<file path="src/rtl/ds3ov_pkg.sv">
package ds3ov_pkg;
  localparam int          CFG_W   = 8;
  localparam logic [7:0]  CFG_RST = 8'h07;
  localparam int          B_YEL   = 7;
  localparam int          B_XONE  = 6;
  localparam int          B_IDLE  = 5;
  localparam int          B_AIS   = 4;
  localparam int          B_LOS   = 3;

  typedef struct packed {
    logic idle;
    logic yel;
    logic xone;
  } ovr_t;

  typedef enum logic [1:0] {SL_PAY, SL_X, SL_CIDLE, SL_PASS} slot_e;

  function automatic ovr_t resolve(input logic [CFG_W-1:0] c);
    ovr_t r;
    logic blk;
    blk    = c[B_AIS] | c[B_LOS];
    r.idle = c[B_IDLE] & ~blk;
    r.yel  = c[B_YEL]  & ~blk & ~c[B_IDLE];
    r.xone = c[B_XONE] & ~blk & ~c[B_IDLE] & ~c[B_YEL];
    return r;
  endfunction
endpackage

</file>
<file path="src/rtl/ds3ov_cfg.sv">
module ds3ov_cfg
  import ds3ov_pkg::*;
#(
  parameter int              ADDR_W   = 8,
  parameter logic [ADDR_W-1:0] CFG_ADDR = 8'h30
) (
  input  logic              clk,
  input  logic              rst,
  input  logic [ADDR_W-1:0] bus_addr,
  input  logic              bus_we,
  input  logic [CFG_W-1:0]  bus_wdata,
  output logic [CFG_W-1:0]  bus_rdata,
  input  logic              frame_go,
  output logic [CFG_W-1:0]  cfg_now,
  output logic [CFG_W-1:0]  act_q
);
  logic [CFG_W-1:0] shadow_q;
  logic             hit;

  assign hit     = (bus_addr == CFG_ADDR);
  assign cfg_now = frame_go ? shadow_q : act_q;

  always_ff @(posedge clk) begin
    if (rst) begin
      shadow_q  <= CFG_RST;
      act_q     <= CFG_RST;
      bus_rdata <= '0;
    end else begin
      if (bus_we && hit) shadow_q <= bus_wdata;
      if (frame_go)      act_q    <= shadow_q;
      bus_rdata <= hit ? shadow_q : '0;
    end
  end
endmodule

</file>
<file path="src/rtl/ds3ov_slot.sv">
module ds3ov_slot
  import ds3ov_pkg::*;
#(
  parameter int SF_W    = 3,
  parameter int BLK_W   = 3,
  parameter int X_SF_LO = 1,
  parameter int X_SF_HI = 2,
  parameter int C_SF    = 3
) (
  input  logic             in_oh,
  input  logic [SF_W-1:0]  in_sf,
  input  logic [BLK_W-1:0] in_blk,
  output slot_e            slot
);
  logic x_sf, c_blk;

  assign x_sf  = (in_sf >= SF_W'(X_SF_LO)) && (in_sf <= SF_W'(X_SF_HI));
  assign c_blk = (in_blk != '0) && !in_blk[0];

  always_comb begin
    if (!in_oh)                                 slot = SL_PAY;
    else if (x_sf && in_blk == '0)              slot = SL_X;
    else if (in_sf == SF_W'(C_SF) && c_blk)     slot = SL_CIDLE;
    else                                        slot = SL_PASS;
  end
endmodule

</file>
<file path="src/rtl/ds3ov_idle_seq.sv">
module ds3ov_idle_seq #(
  parameter int HALF = 2
) (
  input  logic clk,
  input  logic rst,
  input  logic restart,
  input  logic adv,
  output logic pat
);
  localparam int PH_W = (2 * HALF > 2) ? $clog2(2 * HALF) : 1;
  localparam logic [PH_W-1:0] LAST = PH_W'(2 * HALF - 1);

  logic [PH_W-1:0] ph_q, ph_use;

  assign ph_use = restart ? '0 : ph_q;
  assign pat    = (ph_use < PH_W'(HALF));

  always_ff @(posedge clk) begin
    if (rst)          ph_q <= '0;
    else if (adv)     ph_q <= (ph_use == LAST) ? '0 : ph_use + 1'b1;
    else if (restart) ph_q <= '0;
  end
endmodule

</file>
<file path="src/rtl/ds3ov_mux.sv">
module ds3ov_mux
  import ds3ov_pkg::*;
(
  input  logic             clk,
  input  logic             rst,
  input  logic             in_valid,
  input  logic             in_bit,
  input  logic             gen_x,
  input  slot_e            slot,
  input  logic [CFG_W-1:0] cfg_now,
  input  logic             pat,
  output logic             out_valid,
  output logic             out_bit
);
  ovr_t ov;
  logic nb;

  assign ov = resolve(cfg_now);

  always_comb begin
    case (slot)
      SL_X:     nb = (ov.idle | ov.xone) ? 1'b1 : (ov.yel ? 1'b0 : gen_x);
      SL_CIDLE: nb = ov.idle ? 1'b0 : in_bit;
      SL_PAY:   nb = ov.idle ? pat  : in_bit;
      default:  nb = in_bit;
    endcase
  end

  always_ff @(posedge clk) begin
    if (rst) begin
      out_valid <= 1'b0;
      out_bit   <= 1'b0;
    end else begin
      out_valid <= in_valid;
      if (in_valid) out_bit <= nb;
    end
  end
endmodule

</file>
<file path="src/rtl/ds3_tx_ovr.sv">
module ds3_tx_ovr
  import ds3ov_pkg::*;
#(
  parameter int                ADDR_W    = 8,
  parameter logic [ADDR_W-1:0] CFG_ADDR  = 8'h30,
  parameter int                SUBFRAMES = 7,
  parameter int                BLOCKS    = 8,
  parameter int                IDLE_HALF = 2,
  localparam int               SF_W      = $clog2(SUBFRAMES + 1),
  localparam int               BLK_W     = $clog2(BLOCKS)
) (
  input  logic              clk,
  input  logic              rst,
  input  logic [ADDR_W-1:0] bus_addr,
  input  logic              bus_we,
  input  logic [7:0]        bus_wdata,
  output logic [7:0]        bus_rdata,
  input  logic              in_valid,
  input  logic              in_bit,
  input  logic              in_sof,
  input  logic              in_oh,
  input  logic [SF_W-1:0]   in_sf,
  input  logic [BLK_W-1:0]  in_blk,
  input  logic              gen_x,
  output logic              out_valid,
  output logic              out_bit
);
  logic [CFG_W-1:0] cfg_now, act_cfg_q;
  logic             frame_go, pat;
  slot_e            slot;

  assign frame_go = in_valid & in_sof;

  ds3ov_cfg #(.ADDR_W(ADDR_W), .CFG_ADDR(CFG_ADDR)) u_cfg (
    .clk(clk), .rst(rst), .bus_addr(bus_addr), .bus_we(bus_we),
    .bus_wdata(bus_wdata), .bus_rdata(bus_rdata), .frame_go(frame_go),
    .cfg_now(cfg_now), .act_q(act_cfg_q)
  );

  ds3ov_slot #(.SF_W(SF_W), .BLK_W(BLK_W)) u_slot (
    .in_oh(in_oh), .in_sf(in_sf), .in_blk(in_blk), .slot(slot)
  );

  ds3ov_idle_seq #(.HALF(IDLE_HALF)) u_idle (
    .clk(clk), .rst(rst), .restart(frame_go),
    .adv(in_valid & ~in_oh), .pat(pat)
  );

  ds3ov_mux u_mux (
    .clk(clk), .rst(rst), .in_valid(in_valid), .in_bit(in_bit),
    .gen_x(gen_x), .slot(slot), .cfg_now(cfg_now), .pat(pat),
    .out_valid(out_valid), .out_bit(out_bit)
  );
endmodule

</file>
<file path="config.mk">
export PLATFORM = sky130hd
export DESIGN_NAME = ds3_tx_ovr
export DESIGN_NICKNAME = d
export VERILOG_FILES = /design/src/rtl/ds3ov_pkg.sv /design/src/rtl/ds3ov_cfg.sv /design/src/rtl/ds3ov_slot.sv /design/src/rtl/ds3ov_idle_seq.sv /design/src/rtl/ds3ov_mux.sv /design/src/rtl/ds3_tx_ovr.sv
export SDC_FILE = /design/constraint.sdc
export NUM_CORES = 1
export LEC_CHECK = 0
export BUFFER_PORTS_ARGS = -buffer_cell sky130_fd_sc_hd__buf_4
export CORE_MARGIN = 2
export CORE_UTILIZATION = 44
export CTS_CLUSTER_DIAMETER = 60
export DETAILED_ROUTE_END_ITERATION = 8
export PLACE_DENSITY_LB_ADDON = 0.2
export RECOVER_POWER = 100
export SYNTH_ARGS = -nofsm -noshare
export SYNTH_HDL_FRONTEND = slang
export SYNTH_HIERARCHICAL = 1
export SYNTH_SLANG_ARGS = --single-unit
</file>
<file path="constraint.sdc">
create_clock -name clk -period 1.9 [get_ports clk]
set_input_delay 0.285 -clock clk [delete_from_list [all_inputs] [get_ports clk]]
set_output_delay 0.285 -clock clk [all_outputs]
set_load 0.05 [all_outputs]
</file>
# Word level (Yosys, flattened, before mapping)
# Index checks and enable logic that the tools add are counted.
[totals] reg_bits=28 in_bits=30 output_inout_bits=10 word_cells=53
[op_classes] addsub=1 order_cmp=3 n_eq_ne=5 muxes=12 bitwise_logic=15 n_reduce_logical=10
[ops] op="2-bit 2-to-1 mux" count=5
[ops] op="1-bit bitwise AND" count=8
[ops] op="8-bit by 6-bit == test with 1-bit output, second input constant" count=1
[ops] op="8-bit 2-to-1 mux" count=1
[ops] op="1-bit logical AND" count=5
[ops] op="1-bit 2-to-1 mux" count=5
[ops] op="1-bit NOT" count=5
[ops] op="2-bit == test, second input constant" count=2
[ops] op="3-bit by 2-bit == test with 1-bit output, second input constant" count=1
[ops] op="3-bit by 1-bit >= comparator with 1-bit output, second input constant" count=1
[ops] op="3-bit by 2-bit <= comparator with 1-bit output, second input constant" count=1
[ops] op="3-bit logical NOT" count=1
[ops] op="1-bit one-hot mux with 3 select lines" count=1
[ops] op="3-bit nonzero test" count=1
[ops] op="2-bit by 1-bit adder with 2-bit output, second input constant" count=1
[ops] op="2-bit by 1-bit == test with 1-bit output, second input constant" count=1
[ops] op="2-bit logical NOT" count=1
[ops] op="2-bit less-than comparator, second input constant" count=1
[ops] op="1-bit OR" count=2
[ops] op="2-bit OR reduction" count=1
[ops] op="1-bit logical NOT" count=1

# Depth between registers and ports, before layout
# Gate-level depths: netlist of the first run.
[logic_depth] ltp_word=10 depth_mapped=6 ltp_nobuf=5

# Modules after synthesis
# The synthesis of the first run kept the hierarchy.
[modules_own_cells] module="ds3ov_cfg" n_inst=1 cells_per_inst=80 area_per_inst_um2=894.6 seq_area_each_um2=480.5
[modules_own_cells] module="ds3ov_mux" n_inst=1 cells_per_inst=15 area_per_inst_um2=128.9 seq_area_each_um2=40.0
[modules_own_cells] module="ds3ov_idle_seq" n_inst=1 cells_per_inst=9 area_per_inst_um2=90.1 seq_area_each_um2=40.0
[modules_own_cells] module="ds3ov_slot" n_inst=1 cells_per_inst=5 area_per_inst_um2=38.8 seq_area_each_um2=0.0
[modules_own_cells] module="ds3_tx_ovr" n_inst=1 cells_per_inst=2 area_per_inst_um2=20.0 seq_area_each_um2=0.0

# Worst setup path before layout of the first run
# No wires, ideal clock.
[synth_timing] path_type="input-to-reg" startpoint="input in_valid" endpoint="register u_mux.out_bit" setup_time_ps=124 arrival_ps=1785 required_ps=1776 setup_slack_ps=-9 path_stages=6 n_path_buf=1 cell_sequence="and2_1 -> clkbuf_1 -> mux2_2 -> or4b_1 -> nand3_1 -> a31oi_1"
[synth_between] elab_chain_len=10 word_cells_on_any_way=20 cone_classes="1 x order compare; 7 x mux; 12 x bitwise"
[synth_lines] element="from (decl)" line_no="ds3_tx_ovr.sv:18" text="input logic in_valid,"
[synth_lines] element="1-bit bitwise AND *" line_no="ds3_tx_ovr.sv:32" text="assign frame_go = in_valid & in_sof;"
[synth_lines] element="8-bit 2-to-1 mux *" line_no="ds3ov_cfg.sv:21" text="assign cfg_now = frame_go ? shadow_q : act_q;"
[synth_lines] element="net cfg_now[3]" line_no="ds3_tx_ovr.sv:28" text="logic [CFG_W-1:0] cfg_now, act_cfg_q;"
[synth_lines] element="1-bit OR *" line_no="ds3ov_pkg.sv:21" text="blk = c[B_AIS] | c[B_LOS];"
[synth_lines] element="1-bit NOT *" line_no="ds3ov_pkg.sv:22, ds3ov_pkg.sv:23, ds3ov_pkg.sv:24"
[synth_lines] element="1-bit bitwise AND (3 in a row)" line_no="ds3ov_pkg.sv:24" text="r.xone = c[B_XONE] & ~blk & ~c[B_IDLE] & ~c[B_YEL];"
[synth_lines] element="1-bit OR" line_no="ds3ov_mux.sv:22" text="SL_X: nb = (ov.idle | ov.xone) ? 1'b1 : (ov.yel ? 1'b0 : gen_x);"
[synth_lines] element="1-bit 2-to-1 mux" line_no="ds3ov_mux.sv:22"
[synth_lines] element="1-bit one-hot mux with 3 select lines *" line_no="ds3ov_mux.sv:21" text="case (slot)"
[synth_lines] element="to (signal assigned)" line_no="ds3ov_mux.sv:35" text="if (in_valid) out_bit <= nb;"
[synth_lines] element="to (decl)" line_no="ds3ov_mux.sv:13" text="output logic out_bit"
# The timed path passes the listed nets; every way through them passes the cells marked *.
# A chain may end at the register's enable or synchronous reset.

# Worst setup path in the final report of the first run
[layout_timing] startpoint="input bus_addr[1]" endpoint="register u_cfg.shadow_q[3]"
[layout_between] elab_chain_len=2
[layout_lines] element="from (decl)" line_no="ds3_tx_ovr.sv:14" text="input logic [ADDR_W-1:0] bus_addr,"
[layout_lines] element="8-bit by 6-bit == test with 1-bit output" line_no="ds3ov_cfg.sv:20" text="assign hit = (bus_addr == CFG_ADDR);"
[layout_lines] element="1-bit logical AND" line_no="ds3ov_cfg.sv:29" text="if (bus_we && hit) shadow_q <= bus_wdata;"
[layout_lines] element="to (signal assigned)" line_no="ds3ov_cfg.sv:29"
[layout_lines] element="to (decl)" line_no="ds3ov_cfg.sv:17" text="logic [CFG_W-1:0] shadow_q;"
# Every way passes these cells.

==> impl_metrics.yaml, run 1 <==
clocking:
  cts-buffers-inserted: 3
  clock_sink_count: 25
  h-tree-depth: 1
  cts.repair_timing.setup_buffer_count: 0
  max_root_sink_buffers: 2
  worst_setup_hold_path_clk_slew_ns: 0.12
  post_cts_resize_count: 0
  cts_hold_buffers: 0
  tritoncts: "built"
  clk_latency_ns: 0.31
  clock-root-buffer: "clkbuf_4"
min_path:
  timing.hold.worst.class: "input port to flip-flop"
placed_design:
  place.gp.congestion: 0.694
  place_hpwl_mm: 1.59
  place.port_buffers: 39
synthesis:
  yosysWarningCount: 6
  mappedNetlistArea_um2: 1060
  synth_cells: 102
  number_of_nets_in_the_synthesized_netlist: 132
  syn_area_per_cell_um2: 10.4
setup_path:
  cp_max_fo: 8
  r2r_start: "u_cfg/shadow_q[3]"
  r2r.worst_path.cells: 4
  startpoint_type: "input port"
  critical_path_required_ns: 2.14
  reg2reg_setup_slack_ns: 0.48
  worstPathCellList: "clkbuf_4 -> or4_1 -> nor3_4 -> clkbuf_1 -> mux2i_1"
  critical_path.startpoint: "bus_addr[1]"
  worst_r2r_endpoint: "u_mux/out_bit"
  path_class: "input port to flip-flop"
  cp-endpoint: "u_cfg/shadow_q[3]"
  timing.critical_path.slowest_stage_cell: "or4_1"
  endpoint_kind: "flip-flop"
  worst-endpoint-arrival_ns: 1.85
  max_stage_delay_ns: 0.58
pwr:
  finalPower_uw: 858
  ir_drop_v: 0.000550
  leakagePower_uw: 0.000554
  ratio_of_total_power_to_cell_area_nw_per_um2: 628
global_route:
  wire_length_of_the_first_global_routing_pass_mm: 3.19
  via_count_of_the_first_global_routing_pass: 776
  grt_usage_pct: 16.0
  maximum_number_of_pins_on_one_net_before_global_route_repair: 27
  globalRoute.totalOverflow: 0
  initial_antenna_violation_count: 0
layout:
  n_fill_cell: 224
  design.final.nets: 176
  drive_gt1_share_pct: 26.9
  layout-area-overhead-vs-synth_pct: 28.8
  insertedDiodeCount: 0
die:
  core-area_um2: 2250
  floorplan.initialDensity_pct: 47.0
  floorplan.io_pins: 40
  placement_rows: 17
  die_width_um: 53.1
  dieArea_um2: 2820
  floorplan.die.height_um: 53.1
sta:
  fin_skew_ns: 0.00200
  setup_total_negative_slack_ns: 0
  slew-limit-headroom_pct: 36.0
  max_slew.worst_pin.slew_ns: 0.960
  unrepaired_setup_endpoints_after_global_routing: "no"
  finalCritPeriodShare_pct: 84.4
  maxSlewViolCount: 0
  timing.final.hold_violations: 0
  achievable-frequency_ghz: 0.623
  period_needed_ns: 1.60
  timing.final.setup_violations: 0
detailed_routing:
  viasPerCell: 4.95
  total_wirelength_of_the_detailed_routed_design_mm: 1.97
  firstDrtPassIters: 4
  routedWlPerCell_um: 11.4
  drt_iter0_drc: 2
  post-route-drc-count: 0
  vias: 857
  drtAntennaViolNets: 0
flow_run:
  maxCapViolations: 0
run_status:
  run_status: "finished, final reports clean"
[state kept, by name, summed over array words and instances (netlist names)]
name,flops
u_cfg/act_q,5
u_cfg/bus_rdata,8
u_cfg/shadow_q,8
u_idle/ph_q,2
u_mux/out_bit,1
u_mux/out_valid,1
[cell type report]
cell class	count	area, µm²	share of cell area [%]
multi-input combinational	72	532	39.0
sequential	25	500	36.7
timing repair buffer	42	263	19.2
tap	28	35.0	2.57
clock buffer	3	22.5	1.65
inverter	2	7.51	0.550
clock inverter	1	5.00	0.367
[how the worst min path moves through the flow]
stage / startpoint / end / slack (ns) / depth (start not counted)
after floorplan: rst / u_idle/ph_q[1] / 0.36 / 1
after global placement: u_cfg/shadow_q[2] / u_cfg/bus_rdata[2] / 0.44 / 1
after detailed placement: u_cfg/shadow_q[2] / u_cfg/bus_rdata[2] / 0.44 / 1
after CTS: in_valid / u_mux/out_valid / 0.20 / 2
after global routing: in_valid / u_mux/out_valid / 0.19 / 2
final: in_valid / u_mux/out_valid / 0.22 / 2
[metal layers]
metal  routed length (µm)  share of wire [%]  up-vias  global-route usage [%]
li1                     -                  -      432                       -
met1                  813                 41      399                    17.7
met2                 1010                 51       22                    27.5
met3                  114                5.8        4                    6.50
met4                   29                1.5        0                    5.56
met5                    0                  0        -                       0
[critical path, delay by kind of cell]
kind / cells / cell delay (ns)
AND/OR/NAND/NOR: 2 / 0.71
buffers and inverters: 2 / 0.59
multiplexers: 1 / 0.25
[per-stage QoR]
stage                     worst slack (ns)  area [µm²]  std cells  hold slack, ns  utilization (%)
after detailed placement             0.130        1400        169           0.444             62.0
after CTS                            0.477        1430        173           0.205             63.3
after global placement               0.185        1400        169           0.438             62.0
after floorplan                     0.0880        1060        102           0.356                -
final                                0.296        1370        173           0.216             60.5
after global routing                 0.221        1370        173           0.194             60.5
[cells in the final DEF, fill, tap and decap left out, types with 4 or more instances in the layout]
master	n
clkbuf_1	14
and2_0	5
dfxtp_1	25
nand2b_1	12
and2_1	4
nor2_1	7
nor2b_1	7
clkbuf_4	4
buf_4	27
mux2i_1	8
[power by group]
group          internal, µW  total (µW)  switching, µW
sequential              529         531           2.05
clock                  78.6         219            140
combinational          60.8         107           46.7
No activity file was read; power rests on OpenSTA's default activity.
==> inputs of run 2 (changes only) <==
- ABC_AREA: default -> 1
- CORE_UTILIZATION: 44 -> 45
- clock period: 1.9 -> 1.31 ns (I/O delays scaled with it)
==> run 2 against run 1 <==
Power increased by 48%. Utilization shrank 1.5 points. Final area grew 5.2%. Critical path depth fell by 4. Non-clock buffer count shrank 2.
==> impl_metrics.yaml, run 2 <==
run_status:
  run_status: "finished, final reports clean"
synthesis:
  synth_cells: 172
  yosysWarningCount: 6
  number_of_nets_in_the_synthesized_netlist: 202
  mappedNetlistArea_um2: 1140
  syn_area_per_cell_um2: 6.63
global_route:
  wire_length_of_the_first_global_routing_pass_mm: 3.61
  initial_antenna_violation_count: 0
  via_count_of_the_first_global_routing_pass: 939
  globalRoute.totalOverflow: 0
  grt_usage_pct: 16.6
  maximum_number_of_pins_on_one_net_before_global_route_repair: 15
layout:
  design.final.nets: 244
  mostFrequentLayoutCells: "nand2_1 (51), inv_1 (31), nor2_1 (29)"
  final_cell_area_um2: 1440
  final_common_cell: "nand2_1"
  utilization_pct: 59.1
  largest_registers: "u_cfg/bus_rdata x8, u_cfg/shadow_q x8, u_cfg/act_q x5"
  layout-area-overhead-vs-synth_pct: 26.0
  layout.cells.non_filler: 243
  n_fill_cell: 247
  insertedDiodeCount: 0
  drive_gt1_share_pct: 24.9
pwr:
  ir_drop_v: 0.000758
  finalPower_uw: 1270
  ratio_of_total_power_to_cell_area_nw_per_um2: 883
  leakagePower_uw: 0.000819
clocking:
  cts.repair_timing.setup_buffer_count: 0
  cts-buffers-inserted: 3
  post_cts_resize_count: 0
  clk_latency_ns: 0.31
  tritoncts: "built"
  worst_setup_hold_path_clk_slew_ns: 0.13
  h-tree-depth: 1
  max_root_sink_buffers: 2
  cts_hold_buffers: 0
  clock_sink_count: 25
  clock-root-buffer: "clkbuf_4"
placed_design:
  cell_count_post_placement: 239
  detailed_place.area_um2: 1450
  place.port_buffers: 39
  place.gp.congestion: 0.822
  place_hpwl_mm: 1.85
min_path:
  timing.hold.worst.class: "input port to flip-flop"
  min_delay_worst_endpoint: "u_cfg/shadow_q[6]"
  min-delay-start: "bus_wdata[6]"
  hold-path-cell-count: 3
sta:
  maxSlewViolCount: 0
  setup_total_negative_slack_ns: 0
  timing.final.hold_violations: 0
  slew-limit-headroom_pct: 67.2
  unrepaired_setup_endpoints_after_global_routing: "no"
  timing.final.setup_violations: 0
  max_slew.worst_pin.slew_ns: 0.490
  achievable-frequency_ghz: 0.873
  fin_skew_ns: 0.00584
  finalCritPeriodShare_pct: 87.4
  period_needed_ns: 1.14
die:
  core-area_um2: 2430
  floorplan.initialDensity_pct: 46.9
  placement_rows: 18
  floorplan.die.height_um: 54.3
  floorplan.io_pins: 40
  dieArea_um2: 2950
  die_width_um: 54.3
setup_path:
  worst_r2r_endpoint: "u_mux/out_bit"
  r2r_start: "u_cfg/shadow_q[5]"
  path_class: "flip-flop to primary output"
  buf_inv_stages_crit_path: 1
  r2r.worst_path.cells: 9
  startpoint_type: "flip-flop"
  critical_path_required_ns: 1.11
  timing.critical_path.slowest_stage_cell: "dfxtp_1"
  endpoint_kind: "primary output"
  max_stage_delay_ns: 0.36
  cpLargestDelayFamily: "flip-flops"
  worstPathCellList: "clkbuf_2"
  cp_max_fo: 2
  worst-endpoint-arrival_ns: 0.95
  reg2reg_setup_slack_ns: 0.21
detailed_routing:
  routedWlPerCell_um: 9.37
  drtAntennaViolNets: 0
  vias: 1124
  post-route-drc-count: 0
  viasPerCell: 4.63
  firstDrtPassIters: 4
  total_wirelength_of_the_detailed_routed_design_mm: 2.28
  drt_iter0_drc: 15
flow_run:
  maxCapViolations: 0
==> run 2: stage by stage <==
| stage | setup WS, ns | hold WS [ns] |
|---|---|---|
| after floorplan | 0.140 | 0.266 |
| after global placement | -0.00676 | 0.416 |
| after detailed placement | -0.0626 | 0.419 |
| after CTS | 0.221 | 0.0858 |
| after global routing | 0.0953 | 0.0878 |
| final | 0.165 | 0.0946 |
==> run 2: where the power goes <==
part / switching (µW) / total (µW) / leakage, µW / internal, µW
combinational: 85.2 / 166 / 0.000599 / 80.7
clock: 217 / 331 / 0.0000177 / 114
sequential: 3.70 / 771 / 0.000202 / 768
==> run 2: layer usage <==
| metal | up-vias | routed length [µm] | GRT usage, % |
|---|---|---|---|
| met5 | - | 0 | 0 |
| met4 | 0 | 13 | 3.75 |
| met3 | 2 | 135 | 4.92 |
| met2 | 29 | 1100 | 29.1 |
| met1 | 499 | 1030 | 19.9 |
| li1 | 594 | - | - |
==> run 2: worst max-delay path by stage <==
stage                                 start       endpoint  slack (ns)  cells after the start
after floorplan                    in_valid  u_mux/out_bit        0.14                     13
final                         u_mux/out_bit        out_bit        0.17                      1
after CTS                 u_cfg/shadow_q[5]  u_mux/out_bit        0.22                      9
after global placement             in_valid  u_mux/out_bit      -0.007                     12
after global routing               in_valid  u_mux/out_bit         0.1                     12
after detailed placement           in_valid  u_mux/out_bit       -0.06                     12
==> run 2: final cells by class <==
type                    count  area [µm²]  area share, %
clock buffers               3        22.5           1.57
clock inverters             1        5.00          0.348
inverters                  34         128           8.88
multi-input cells         110         472           32.8
flip-flops and latches     25         500           34.8
well taps                  30        37.5           2.61
repair buffers             40         272           18.9
==> inputs of run 3 (changes only) <==
--- a/config.mk
+++ b/config.mk
@@ -7,6 +7,5 @@
 export LEC_CHECK = 0
-export ABC_AREA = 1
 export BUFFER_PORTS_ARGS = -buffer_cell sky130_fd_sc_hd__buf_4
 export CORE_MARGIN = 2
-export CORE_UTILIZATION = 45
+export CORE_UTILIZATION = 48
 export CTS_CLUSTER_DIAMETER = 60
==> constraint.sdc (replaced) <==
create_clock -name clk -period 1.2 [get_ports clk]
set_input_delay 0.18 -clock clk [delete_from_list [all_inputs] [get_ports clk]]
set_output_delay 0.18 -clock clk [all_outputs]
set_load 0.02 [all_outputs]
==> run 3 against run 2 <==
The run now ends with negative setup slack left. Global-route usage increased by 3.3 points. Sequential cell count unchanged. Die area decreased by 12%. Via count decreased by 20%. Largest power group unchanged. Clock-buffer cell count increased by 1. Utilization increased by 9.0 points. Worst setup slack got worse by 0.32 ns. First-iteration DRC count decreased by 80%. Combinational power increased by 8%. Power increased by 9.7%. Register-to-register slack got worse by 0.36 ns. Clock skew decreased by 0.00098 ns.
==> impl_metrics.yaml, run 3 (synthesis results as in run 1) <==
run_status:
  run_status: "finished, violations left"
  violations: "negative setup slack"
pwr:
  power.share.sequential_pct: 60.5
  p_int_uw: 1080
  ratio_of_total_power_to_cell_area_nw_per_um2: 951
  power_frac_clock_pct: 26.5
  leakagePower_uw: 0.000615
  ir_drop_v: 0.000551
  power_switching_share_pct: 22.3
  share_comb_of_total_power_pct: 12.9
  netSwitchingPower_uw: 310
setup_path:
  worst-endpoint-arrival_ns: 1.57
  endpoint_kind: "flip-flop"
  cp_max_fo: 2
  path_class: "flip-flop to flip-flop"
  startpoint_type: "flip-flop"
  critical_path_required_ns: 1.41
die:
  placement_rows: 17
  die_width_um: 51.0
  floorplan.io_pins: 40
  floorplan.die.height_um: 51.0
  floorplan.initialDensity_pct: 49.3
  dieArea_um2: 2600
  core-area_um2: 2150
detailed_routing:
  viasPerCell: 4.89
  vias: 895
  total_wirelength_of_the_detailed_routed_design_mm: 2.20
  drt_iter0_drc: 3
  firstDrtPassIters: 2
  post-route-drc-count: 0
  drtAntennaViolNets: 0
  routedWlPerCell_um: 12.0
sta:
  unrepaired_setup_endpoints_after_global_routing: "yes"
  max_slew.worst_pin.slew_ns: 0.262
  final.setup.worst_slack_ns: -0.153
  maxSlewViolCount: 0
  holdWs_ns: 0.119
  timing.final.setup_violations: 2
  finalCritPeriodShare_pct: 113
  slew-limit-headroom_pct: 82.4
  timing.final.hold_violations: 0
  fin_skew_ns: 0.00486
  achievable-frequency_ghz: 0.739
  period_needed_ns: 1.35
global_route:
  grt_usage_pct: 19.9
  globalRoute.totalOverflow: 0
  wire_length_of_the_first_global_routing_pass_mm: 3.90
  maximum_number_of_pins_on_one_net_before_global_route_repair: 27
  initial_antenna_violation_count: 0
  via_count_of_the_first_global_routing_pass: 958
clocking:
  h-tree-depth: 1
  max_root_sink_buffers: 2
  clk_latency_ns: 0.31
  tritoncts: "built"
  cts_hold_buffers: 0
  cts-buffers-inserted: 3
  clock_sink_count: 25
  clock-root-buffer: "clkbuf_4"
  worst_setup_hold_path_clk_slew_ns: 0.13
layout:
  utilization_pct: 68.0
  final_cell_area_um2: 1460
  insertedDiodeCount: 0
  mostFrequentLayoutCells: "buf_4 (38), dfxtp_1 (24), clkbuf_1 (13)"
  drive_gt1_share_pct: 36.1
  design.final.nets: 186
  largest_registers: "u_cfg/bus_rdata x8, u_cfg/shadow_q x8, u_cfg/act_q x5"
  layout.cells.non_filler: 183
  final_common_cell: "buf_4"
  layout-area-overhead-vs-synth_pct: 37.9
placed_design:
  cell_count_post_placement: 178
  place.port_buffers: 39
  place.gp.congestion: 0.765
  place_hpwl_mm: 1.76
  detailed_place.area_um2: 1490
min_path:
  timing.hold.worst.class: "input port to flip-flop"
flow_run:
  maxCapViolations: 0
[run 3: changes by cell type in the layout (fill, tap and decap cells not counted), moves of 7 or more]
cell      delta
nor2_1      -22
inv_1       -29
nor2b_1      +8
clkbuf_2     -9
nand3_1     -11
mux2i_1      +8
a21oi_1      -7
nand2b_1    +12
clkbuf_1    +12
nand2_1     -50
buf_4       +11
[run 3: worst paths after layout]
| kind | startpoint | end | slack (ns) | depth (start not counted) |
|---|---|---|---|---|
| min | bus_wdata[1] | u_cfg/shadow_q[1] | 0.12 | 3 |
| min reg2reg | u_cfg/shadow_q[2] | u_cfg/bus_rdata[2] | 0.47 | 1 |
| max reg2reg | u_cfg/shadow_q[3] | u_mux/out_bit | -0.15 | 4 |
| max | u_cfg/shadow_q[3] | u_mux/out_bit | -0.15 | 4 |
[run 3: power groups by stage]
stage          combinational, µW  sequential (µW)  clock, µW
2_1_floorplan               70.9              865          0
3_3_place_gp                 182              860          0
5_1_grt                      196              843        409
6_report                     180              842        369
3_5_place_dp                 189              860          0
4_1_cts                      190              842        375
[run 3: repair_timing]
item / in CTS / in global routing
resized for setup: 1 / 1
setup buffers: 1 / 0
endpoints found under the setup margin: 1 / 1
[run 3: metal layers]
layer	routed length (µm)	part of all wire (%)	up-vias	GRT usage [%]
met1	812	37	410	20.2
li1	-	-	452	-
met2	1220	55	27	38.1
met3	110	5.0	6	3.22
met4	59	2.7	0	10.8
met5	0	0	-	0
[run 3: cell type report]
cell class,count,area [µm²]
fill,199,687
multi-input combinational,72,548
sequential,25,502
timing repair buffer,52,343
tap,28,35.0
clock buffer,4,26.3
inverter,2,7.51
[run 3: worst max-delay path, cell delays in order, from the launching register on]
cell,delay (ns)
dfxtp_2,0.35
mux2_4,0.26
or4b_1,0.50
nand3_1,0.08
a31oi_1,0.07
[run 3: metrics by stage]
stage / setup slack [ns] / power, µW / TNS (ns)
after floorplan: -0.318 / 936 / -1.58
after global placement: -0.315 / 1040 / -2.67
after detailed placement: -0.348 / 1050 / -3.03
after CTS: -0.157 / 1410 / -0.157
after global routing: -0.202 / 1450 / -0.722
final: -0.153 / 1390 / -0.164
